`src/rtl/irq_pkg.sv`:
```
package irq_pkg;
  localparam int NUM_SLOTS = 6;
  localparam int NUM_PINS  = 3;
  localparam int NUM_EVS   = 5;
  localparam int SLOT_W    = $clog2(NUM_SLOTS);
  typedef logic [SLOT_W-1:0] slot_t;
endpackage

```
`src/rtl/irq_sync.sv`:
```
module irq_sync #(
  parameter int STAGES = 2
) (
  input  logic clk,
  input  logic rst,
  input  logic pin_n,
  output logic low_o,
  output logic fall_o
);
  logic [STAGES-1:0] shr;
  logic              prev;

  always_ff @(posedge clk) begin
    if (rst) begin
      shr  <= '1;
      prev <= 1'b1;
    end else begin
      shr  <= {shr[STAGES-2:0], pin_n};
      prev <= shr[STAGES-1];
    end
  end

  assign low_o  = ~shr[STAGES-1];
  assign fall_o = prev & ~shr[STAGES-1];
endmodule

```
`src/rtl/irq_pend.sv`:
```
module irq_pend
  import irq_pkg::*;
(
  input  logic                 clk,
  input  logic                 rst,
  input  logic [NUM_PINS-1:0]  pin_low,
  input  logic [NUM_PINS-1:0]  pin_fall,
  input  logic [NUM_PINS-1:0]  pin_edge,
  input  logic                 pin_alt,
  input  logic [NUM_EVS-1:0]   evs,
  input  logic                 clr_vld,
  input  slot_t                clr_slot,
  output logic [NUM_SLOTS-1:0] pend_o
);
  logic [NUM_SLOTS-1:0] set_v, lvl_v, latch;
  logic [NUM_PINS-1:0]  pin_set, pin_lvl;

  assign pin_set = pin_fall & pin_edge;
  assign pin_lvl = pin_low & ~pin_edge;

  always_comb begin
    set_v[0] = pin_set[2];
    set_v[1] = evs[0];
    set_v[2] = evs[1];
    set_v[3] = pin_alt ? pin_set[1] : evs[2];
    set_v[4] = pin_alt ? pin_set[0] : evs[3];
    set_v[5] = evs[4];
    lvl_v    = '0;
    lvl_v[0] = pin_lvl[2];
    lvl_v[3] = pin_alt & pin_lvl[1];
    lvl_v[4] = pin_alt & pin_lvl[0];
  end

  for (genvar s = 0; s < NUM_SLOTS; s++) begin : g_latch
    always_ff @(posedge clk) begin
      if (rst) latch[s] <= 1'b0;
      else     latch[s] <= set_v[s] | (latch[s] & ~(clr_vld && clr_slot == slot_t'(s)));
    end
  end

  assign pend_o = latch | lvl_v;
endmodule

```
`src/rtl/irq_arb.sv`:
```
module irq_arb
  import irq_pkg::*;
#(
  parameter int ADDR_W     = 16,
  parameter int SLOT_WORDS = 4
) (
  input  logic [NUM_SLOTS-1:0] pend,
  input  logic [NUM_SLOTS-1:0] mask_en,
  input  logic [NUM_SLOTS-1:0] in_svc,
  input  logic                 nest_en,
  output logic                 any_o,
  output slot_t                slot_o,
  output logic [ADDR_W-1:0]    vec_o
);
  slot_t                top;
  logic [NUM_SLOTS-1:0] elig;

  always_comb begin
    top = slot_t'(NUM_SLOTS - 1);
    for (int i = NUM_SLOTS - 1; i >= 0; i--)
      if (in_svc[i]) top = slot_t'(i);
    for (int i = 0; i < NUM_SLOTS; i++)
      elig[i] = pend[i] & mask_en[i] &
                ((in_svc == '0) | (nest_en & (slot_t'(i) < top)));
    slot_o = '0;
    for (int i = NUM_SLOTS - 1; i >= 0; i--)
      if (elig[i]) slot_o = slot_t'(i);
    any_o = |elig;
    vec_o = ADDR_W'((32'(slot_o) + 32'd1) * SLOT_WORDS);
  end
endmodule

```
`src/rtl/irq_vec_ctrl.sv`:
```
module irq_vec_ctrl
  import irq_pkg::*;
#(
  parameter int ADDR_W      = 16,
  parameter int SLOT_WORDS  = 4,
  parameter int SYNC_STAGES = 2
) (
  input  logic                 clk,
  input  logic                 rst,
  input  logic [NUM_PINS-1:0]  ext_irq_n,
  input  logic [NUM_PINS-1:0]  pin_edge,
  input  logic                 pin_alt,
  input  logic                 sp0_tx_ev,
  input  logic                 sp0_rx_ev,
  input  logic                 sp1_tx_ev,
  input  logic                 sp1_rx_ev,
  input  logic                 tmr_ev,
  input  logic [NUM_SLOTS-1:0] mask_en,
  input  logic                 nest_en,
  input  logic                 ack,
  input  logic                 rti,
  output logic                 irq_req,
  output logic [ADDR_W-1:0]    irq_vec
);
  logic [NUM_PINS-1:0]  pin_low, pin_fall;
  logic [NUM_SLOTS-1:0] pend, in_svc, svc_nxt;
  logic                 any, accept;
  slot_t                sel_slot, cur_slot;
  logic [ADDR_W-1:0]    sel_vec;

  for (genvar p = 0; p < NUM_PINS; p++) begin : g_pin
    irq_sync #(.STAGES(SYNC_STAGES)) u_sync (
      .clk(clk), .rst(rst), .pin_n(ext_irq_n[p]),
      .low_o(pin_low[p]), .fall_o(pin_fall[p]));
  end

  assign accept = irq_req & ack;

  irq_pend u_pend (
    .clk(clk), .rst(rst), .pin_low(pin_low), .pin_fall(pin_fall),
    .pin_edge(pin_edge), .pin_alt(pin_alt),
    .evs({tmr_ev, sp1_rx_ev, sp1_tx_ev, sp0_rx_ev, sp0_tx_ev}),
    .clr_vld(accept), .clr_slot(cur_slot), .pend_o(pend));

  irq_arb #(.ADDR_W(ADDR_W), .SLOT_WORDS(SLOT_WORDS)) u_arb (
    .pend(pend), .mask_en(mask_en), .in_svc(in_svc), .nest_en(nest_en),
    .any_o(any), .slot_o(sel_slot), .vec_o(sel_vec));

  always_comb begin
    svc_nxt = rti ? (in_svc & (in_svc - 1'b1)) : in_svc;
    if (accept) svc_nxt[cur_slot] = 1'b1;
  end

  always_ff @(posedge clk) begin
    if (rst) begin
      in_svc   <= '0;
      irq_req  <= 1'b0;
      irq_vec  <= '0;
      cur_slot <= '0;
    end else begin
      in_svc  <= svc_nxt;
      irq_req <= any & ~accept;
      if (any) begin
        irq_vec  <= sel_vec;
        cur_slot <= sel_slot;
      end
    end
  end
endmodule

```
`config.mk`:
```
export PLATFORM = sky130hd
export DESIGN_NAME = irq_vec_ctrl
export DESIGN_NICKNAME = d
export VERILOG_FILES = /design/src/rtl/irq_pkg.sv /design/src/rtl/irq_sync.sv /design/src/rtl/irq_pend.sv /design/src/rtl/irq_arb.sv /design/src/rtl/irq_vec_ctrl.sv
export SDC_FILE = /design/constraint.sdc
export NUM_CORES = 1
export LEC_CHECK = 0
export BUFFER_PORTS_ARGS = -buffer_cell sky130_fd_sc_hd__buf_2
export CORE_MARGIN = 3
export CORE_UTILIZATION = 40
export CTS_CLUSTER_DIAMETER = 120
export CTS_CLUSTER_SIZE = 40
export DETAILED_ROUTE_END_ITERATION = 10
export PLACE_DENSITY_LB_ADDON = 0.3
export SETUP_SLACK_MARGIN = 0.15
export SLEW_MARGIN = 20
export SYNTH_ARGS = -nofsm -noshare
export SYNTH_HDL_FRONTEND = slang
export SYNTH_SLANG_ARGS = --single-unit
```
`constraint.sdc`:
```
create_clock -name clk -period 2.65 [get_ports clk]
set_input_delay 0 -clock clk [delete_from_list [all_inputs] [get_ports clk]]
set_output_delay 0 -clock clk [all_outputs]
set_load 0.005 [all_outputs]
```
======== Yosys cells after proc, flatten, opt, wreduce, memory -nomap -nowiden ========
Cells that the tools add are included.
storage, ports and cells
  register bits ........................... 39
  output and inout port bits .............. 17
cells by class
  add/sub/neg operators ................... 2
  order comparisons ....................... 8
  equality and inequality tests ........... 5
  muxes and demuxes ....................... 17
  bitwise logic cells ..................... 59
  reduce and logical (&&, ||, !) cells .... 10
operators by type and width
  cell                                                                                  count
  1-bit bitwise AND                                                                     31
  3-bit 2-to-1 mux                                                                      10
  6-bit 2-to-1 mux                                                                      2
  1-bit bitwise OR                                                                      12
  1-bit inverter                                                                        10
  1-bit logical AND                                                                     7
  3-bit bitwise AND                                                                     2
  6-bit bitwise AND                                                                     1
  3-bit by 2-bit == test with 1-bit output (second input constant)                      2
  3-bit == test (second input constant)                                                 2
  6-bit logical NOT                                                                     1
  1-bit by 3-bit < comparator with 1-bit output (first input constant)                  2
  2-bit by 3-bit < comparator with 1-bit output (first input constant)                  2
  3-bit < comparator (first input constant)                                             2
  6-bit by 5-bit bitwise OR with 6-bit output                                           1
  6-bit bitwise OR                                                                      1
  6-bit OR reduction                                                                    1
  6-bit by 1-bit subtractor with 6-bit output (second input constant)                   1
  3-bit by 1-bit adder with 4-bit output (second input constant)                        1
  3-bit by 4-bit < comparator with 1-bit output (second input constant)                 1
  1-bit 2-to-1 mux                                                                      4
  1-bit demux with 3-bit select                                                         1
  3-bit by 1-bit == test with 1-bit output (second input constant)                      1
  3-bit by 1-bit greater-or-equal comparator with 1-bit output (second input constant)  1
  2 further kinds                                                                       2

======== Logic depth before layout (Yosys ltp) ========
  depth in word-level cells ............... 16
  gate-level depth with buffers ........... 7

======== Modules after synthesis ========
A second synthesis with hierarchy kept.
unflattened totals
  cells, all modules ...................... 209
  area, all modules ....................... 1928.1 um^2
modules (own cells, without submodules)
  module        times used  cells an instance  area an instance (um^2)  sequential area each (um^2)
  irq_vec_ctrl  1           93                 950.9                    520.5
  irq_pend      1           41                 365.4                    120.1
  irq_arb       1           51                 345.3                    0.0
  irq_sync      3           8                  88.8                     60.1

======== Worst setup path after synthesis ========
OpenSTA, ideal clock, no wires.
  path type ............................... reg-to-reg
  start ................................... register in_svc[0]
  end ..................................... register irq_vec[2]
  library setup time ...................... 116 ps
  arrival ................................. 1541 ps
  setup slack ............................. 993 ps
  cell stages (with the launch flop) ...... 6
  path buffers ............................ 0
  path through ............................ dfxtp_1 > or3b_4 > nor4b_4 > a22oi_2 > a221o_1 > o211a_1
on the way
  longest elaborated chain between the ends .. 12
  elaborated cells on any way between the ends .. 34
  those cells by class .................... 1 x add/sub; 6 x order compare; 7 x mux; 18 x bitwise; 2 x reduce/logical
RTL lines
  element                                 line                text
  start, declared                         irq_vec_ctrl.sv:26  logic [NUM_SLOTS-1:0] pend, in_svc, svc_nxt;
  start signal, assigned                  irq_vec_ctrl.sv:61  in_svc <= svc_nxt;
  3-bit 2-to-1 mux                        irq_arb.sv:21       if (in_svc[i]) top = slot_t'(i);
  3-bit < comparator                      irq_arb.sv:24       ((in_svc == '0) | (nest_en & (slot_t'(i) < top)));
  1-bit bitwise AND                       irq_arb.sv:24
  1-bit bitwise OR                        irq_arb.sv:24
  1-bit bitwise AND                       irq_arb.sv:23       elig[i] = pend[i] & mask_en[i] &
  3-bit 2-to-1 mux (6 in series)          irq_arb.sv:27       if (elig[i]) slot_o = slot_t'(i);
  3-bit by 1-bit adder with 4-bit output  irq_arb.sv:29       vec_o = ADDR_W'((32'(slot_o) + 32'd1) * SLOT_WORDS);
  end signal, assigned                    irq_vec_ctrl.sv:64  irq_vec <= sel_vec;
  end, declared                           irq_vec_ctrl.sv:23  output logic [ADDR_W-1:0] irq_vec
Several ways; a longest one is shown, not always the timed one.
A chain may end at the register's enable or synchronous reset.

======== Worst setup path in the final report ========
  start ................................... register in_svc[3]
  end ..................................... register irq_vec[2]
on the way
  longest elaborated chain between the ends .. 15
  elaborated cells on any way between the ends .. 37
  those cells by class .................... 1 x add/sub; 6 x order compare; 10 x mux; 18 x bitwise; 2 x reduce/logical
RTL lines
  element                                 line
  3-bit 2-to-1 mux (4 in series)          irq_arb.sv:21
  3-bit < comparator                      irq_arb.sv:24
  1-bit bitwise AND                       irq_arb.sv:24
  1-bit bitwise OR                        irq_arb.sv:24
  1-bit bitwise AND                       irq_arb.sv:23
  3-bit 2-to-1 mux (6 in series)          irq_arb.sv:27
  3-bit by 1-bit adder with 4-bit output  irq_arb.sv:29
Several ways; a longest one is shown, not always the timed one.

==> impl_metrics.tcl <==
set metrics [dict create \
    grt-ovfl-total 0 \
    reg2reg_from "in_svc[3]" \
    finalCriticalPeriod_ns 1.787 \
    vias 1246 \
    crit_cells 5 \
    gp_congestion 0.9026 \
    cts-root-buf "clkbuf_4" \
    fmax_mhz 559.6 \
    cp.arrival_ns 2.03 \
    dr.pass1.iters 4 \
    dieArea_um2 4191 \
    antenna_found_initial 0 \
    initial_core_util_pct 43.43 \
    drv_slew 0 \
    internal_power_mw 0.7731 \
    cap_viol_max_count 0 \
    hold_viol 0 \
    drtIter0Drc 60 \
    rsz0062_at_grt "false" \
    critical-path-max-stage-delay_ns 0.40 \
    hold_path.class "in2reg" \
    whs_ns 0.07939 \
    fp.dieW_um 64.74 \
    drtAntennaViolNets 0 \
    busiest_layer "met2" \
    slowest_stage "dfxtp_1" \
    async_flop_share_pct 0 \
    synth_top_flop_cell "dfxtp_1" \
    grt_pass1_wl_um 5188 \
    grtUsageMet3_pct 6.239 \
    netlist-cell-type-count 47 \
    ys_warn_count 0 \
    wl_per_cell_um 13.52 \
    fp.dieH_um 64.74 \
    use_met1_pct 20.66 \
    pwr-share-comb_pct 16.2 \
    clockPowerShare_pct 37.5 \
    setup_viol 0 \
    grt_pass1_vias 1120 \
    htreeDepth 2 \
    p_switching_mw 0.2656 \
    final_nets 220 \
    drc_errors 0 \
    post-route-period-util_pct 67.43 \
    reg2regPathDepth 5 \
    grt_max_degree 27 \
    synth_edf_count 0 \
    power_mw 1.039 \
    critical_path.cell_chain "nor3_2 > and3_1 > a22oi_2 > a221o_1 > o211a_1" \
    ys_seq_elements 29 \
    diodes 0 \
    leakage_nw 0.7474 \
    path_clk_slew_ns 0.10 \
    crit_fanout 6 \
    ys_seq_area_share_pct 42.07 \
    seq_power_share_pct 46.3 \
    crit_family "compound AO/OA/AOI/OAI gates" \
    status "finished clean" \
    via_per_inst 5.149 \
    end_kind "flip-flop" \
    powerDensity_nw_per_um2 598.1 \
    final_cells 242 \
    ioPinCount 40 \
    hpwl_um 2337 \
    startpoint_type "flip-flop" \
    cts_buffer_depth 2 \
    finalWirelength_um 3271 \
    peakVddDrop_mv 0.3505 \
    crit_type "reg2reg" \
    core_area_um2 3178 \
    groute.usage.overall_pct 16.61 \
    p_sw_share_pct 25.57 \
    synthesis.area_um2 1380 \
    cp.required_ns 2.89 \
    critPathBufInv 0 \
    synth.avg_cell_area_um2 8.962 \
    cts-buffers-inserted 5 \
    fin_skew_ns 0.006021 \
    clk_latency_ns 0.34 \
    port_buffers 27 \
    synthCells 154 \
    area_growth_syn_to_layout_pct 25.84 \
    cts.sinks 29 \
    cts_tree "done" \
    grt_use_met2_pct 25.54 \
    drive_gt1_share_pct 25.76 \
    hold_path_startpoint "rst" \
    place_inst 219 \
    hold_depth 2 \
    crit_path_start "in_svc[3]" \
    rows 20 \
    tns_ns 0 \
]
cell families after synthesis:
family / Yosys count / synth area share, %
other: 1 / 0.2717
AO/OA/AOI/OAI: 40 / 22.39
AND/OR/NAND/NOR: 62 / 25.66
flip-flops: 29 / 42.07
buffers and inverters: 22 / 9.610
worst register-to-register path, cell delays in order, from the launching register on:
cell and delay, ns:
dfxtp_1 0.40, nor3_2 0.27, and3_1 0.35, a22oi_2 0.13, a221o_1 0.40, o211a_1 0.14
registers in the layout, summed over array words and instances, names as in the netlist:
signal	flops
irq_req	1
in_svc	6
cur_slot	3
g_pin.u_sync.shr	6
g_pin.u_sync.prev	3
u_pend.latch	6
irq_vec	4
layout by cell type, fill, tap and decap left out, types with 2 or more instances in the layout:
cell / count
clkbuf_4: 5
nand2_1: 18
conb_1: 12
nand4b_1: 2
o21ai_0: 3
nand3_1: 4
a21o_1: 2
or2_2: 8
a21oi_1: 10
nand2b_1: 2
dfxtp_1: 29
a31oi_1: 2
nor3b_1: 3
buf_2: 27
inv_1: 5
o21a_1: 4
and3_1: 3
nor2_1: 12
a2bb2oi_1: 2
dlygate4sd3_1: 15
final timing paths:
kind | slack, ns | endpoint
max | 0.86 | irq_vec[2]
min | 0.08 | u_pend.latch[5]
max reg2reg | 0.86 | irq_vec[2]
min reg2reg | 0.42 | g_pin[0].u_sync.shr[1]
power groups by stage:
stage | Clock [mW] | Combinational [mW] | Sequential (mW)
CTS | 0.397 | 0.166 | 0.480
global route | 0.420 | 0.185 | 0.484
detailed placement | 0 | 0.148 | 0.490
global placement | 0 | 0.146 | 0.489
finish | 0.390 | 0.168 | 0.481
floorplan | 0 | 0.116 | 0.486
cells in the mapped netlist (2+ instances only):
library cell	number	area, um2
nand2b_1	2	12.51
nor2_1	12	45.04
o21a_1	4	30.03
inv_1	5	18.77
nand3_1	4	20.02
and3_1	3	18.77
clkbuf_1	3	11.26
buf_4	13	97.59
a21oi_1	10	50.05
a2bb2oi_1	2	17.52
dfxtp_1	29	580.6
or2_2	8	50.05
nand2_1	18	67.56
nand4b_1	2	17.52
a31oi_1	2	12.51
o21ai_0	3	15.01
nor3b_1	3	22.52
a21o_1	2	15.01
routing by layer:
| metal | share of wire [%] | vias to the layer above |
|---|---|---|
| met3 | 5.7 | 5 |
| met4 | 1.8 | 0 |
| met2 | 45 | 40 |
| li1 | - | 608 |
| met5 | 0 | - |
| met1 | 47 | 593 |
metrics by stage:
step | utilization (%) | area, um2 | worst slack, ns
after global routing | 54.65 | 1737 | 0.7982
after floorplan | - | 1421 | 0.9927
after global placement | 47.13 | 1498 | 0.9053
after detailed placement | 47.13 | 1498 | 0.8586
after CTS | 54.65 | 1737 | 0.8604
final | 54.65 | 1737 | 0.8630
layout make-up:
| cell class | instances | area [um2] |
|---|---|---|
| Clock buffer | 6 | 51.30 |
| Tap cell | 44 | 55.05 |
| Multi-Input combinational cell | 114 | 708.2 |
| Inverter | 5 | 18.77 |
| Clock inverter | 2 | 37.54 |
| Timing Repair Buffer | 42 | 285.3 |
| Sequential cell | 29 | 580.6 |
| Fill cell | 315 | 1441 |
timing repair:
action / 4_1_cts / 5_1_grt
gates resized for setup: 0 / 0
hold endpoints to repair: 12 / 0
hold buffers: 15 / 0
setup buffers: 0 / 0
(Power assumes the default switching activity.)
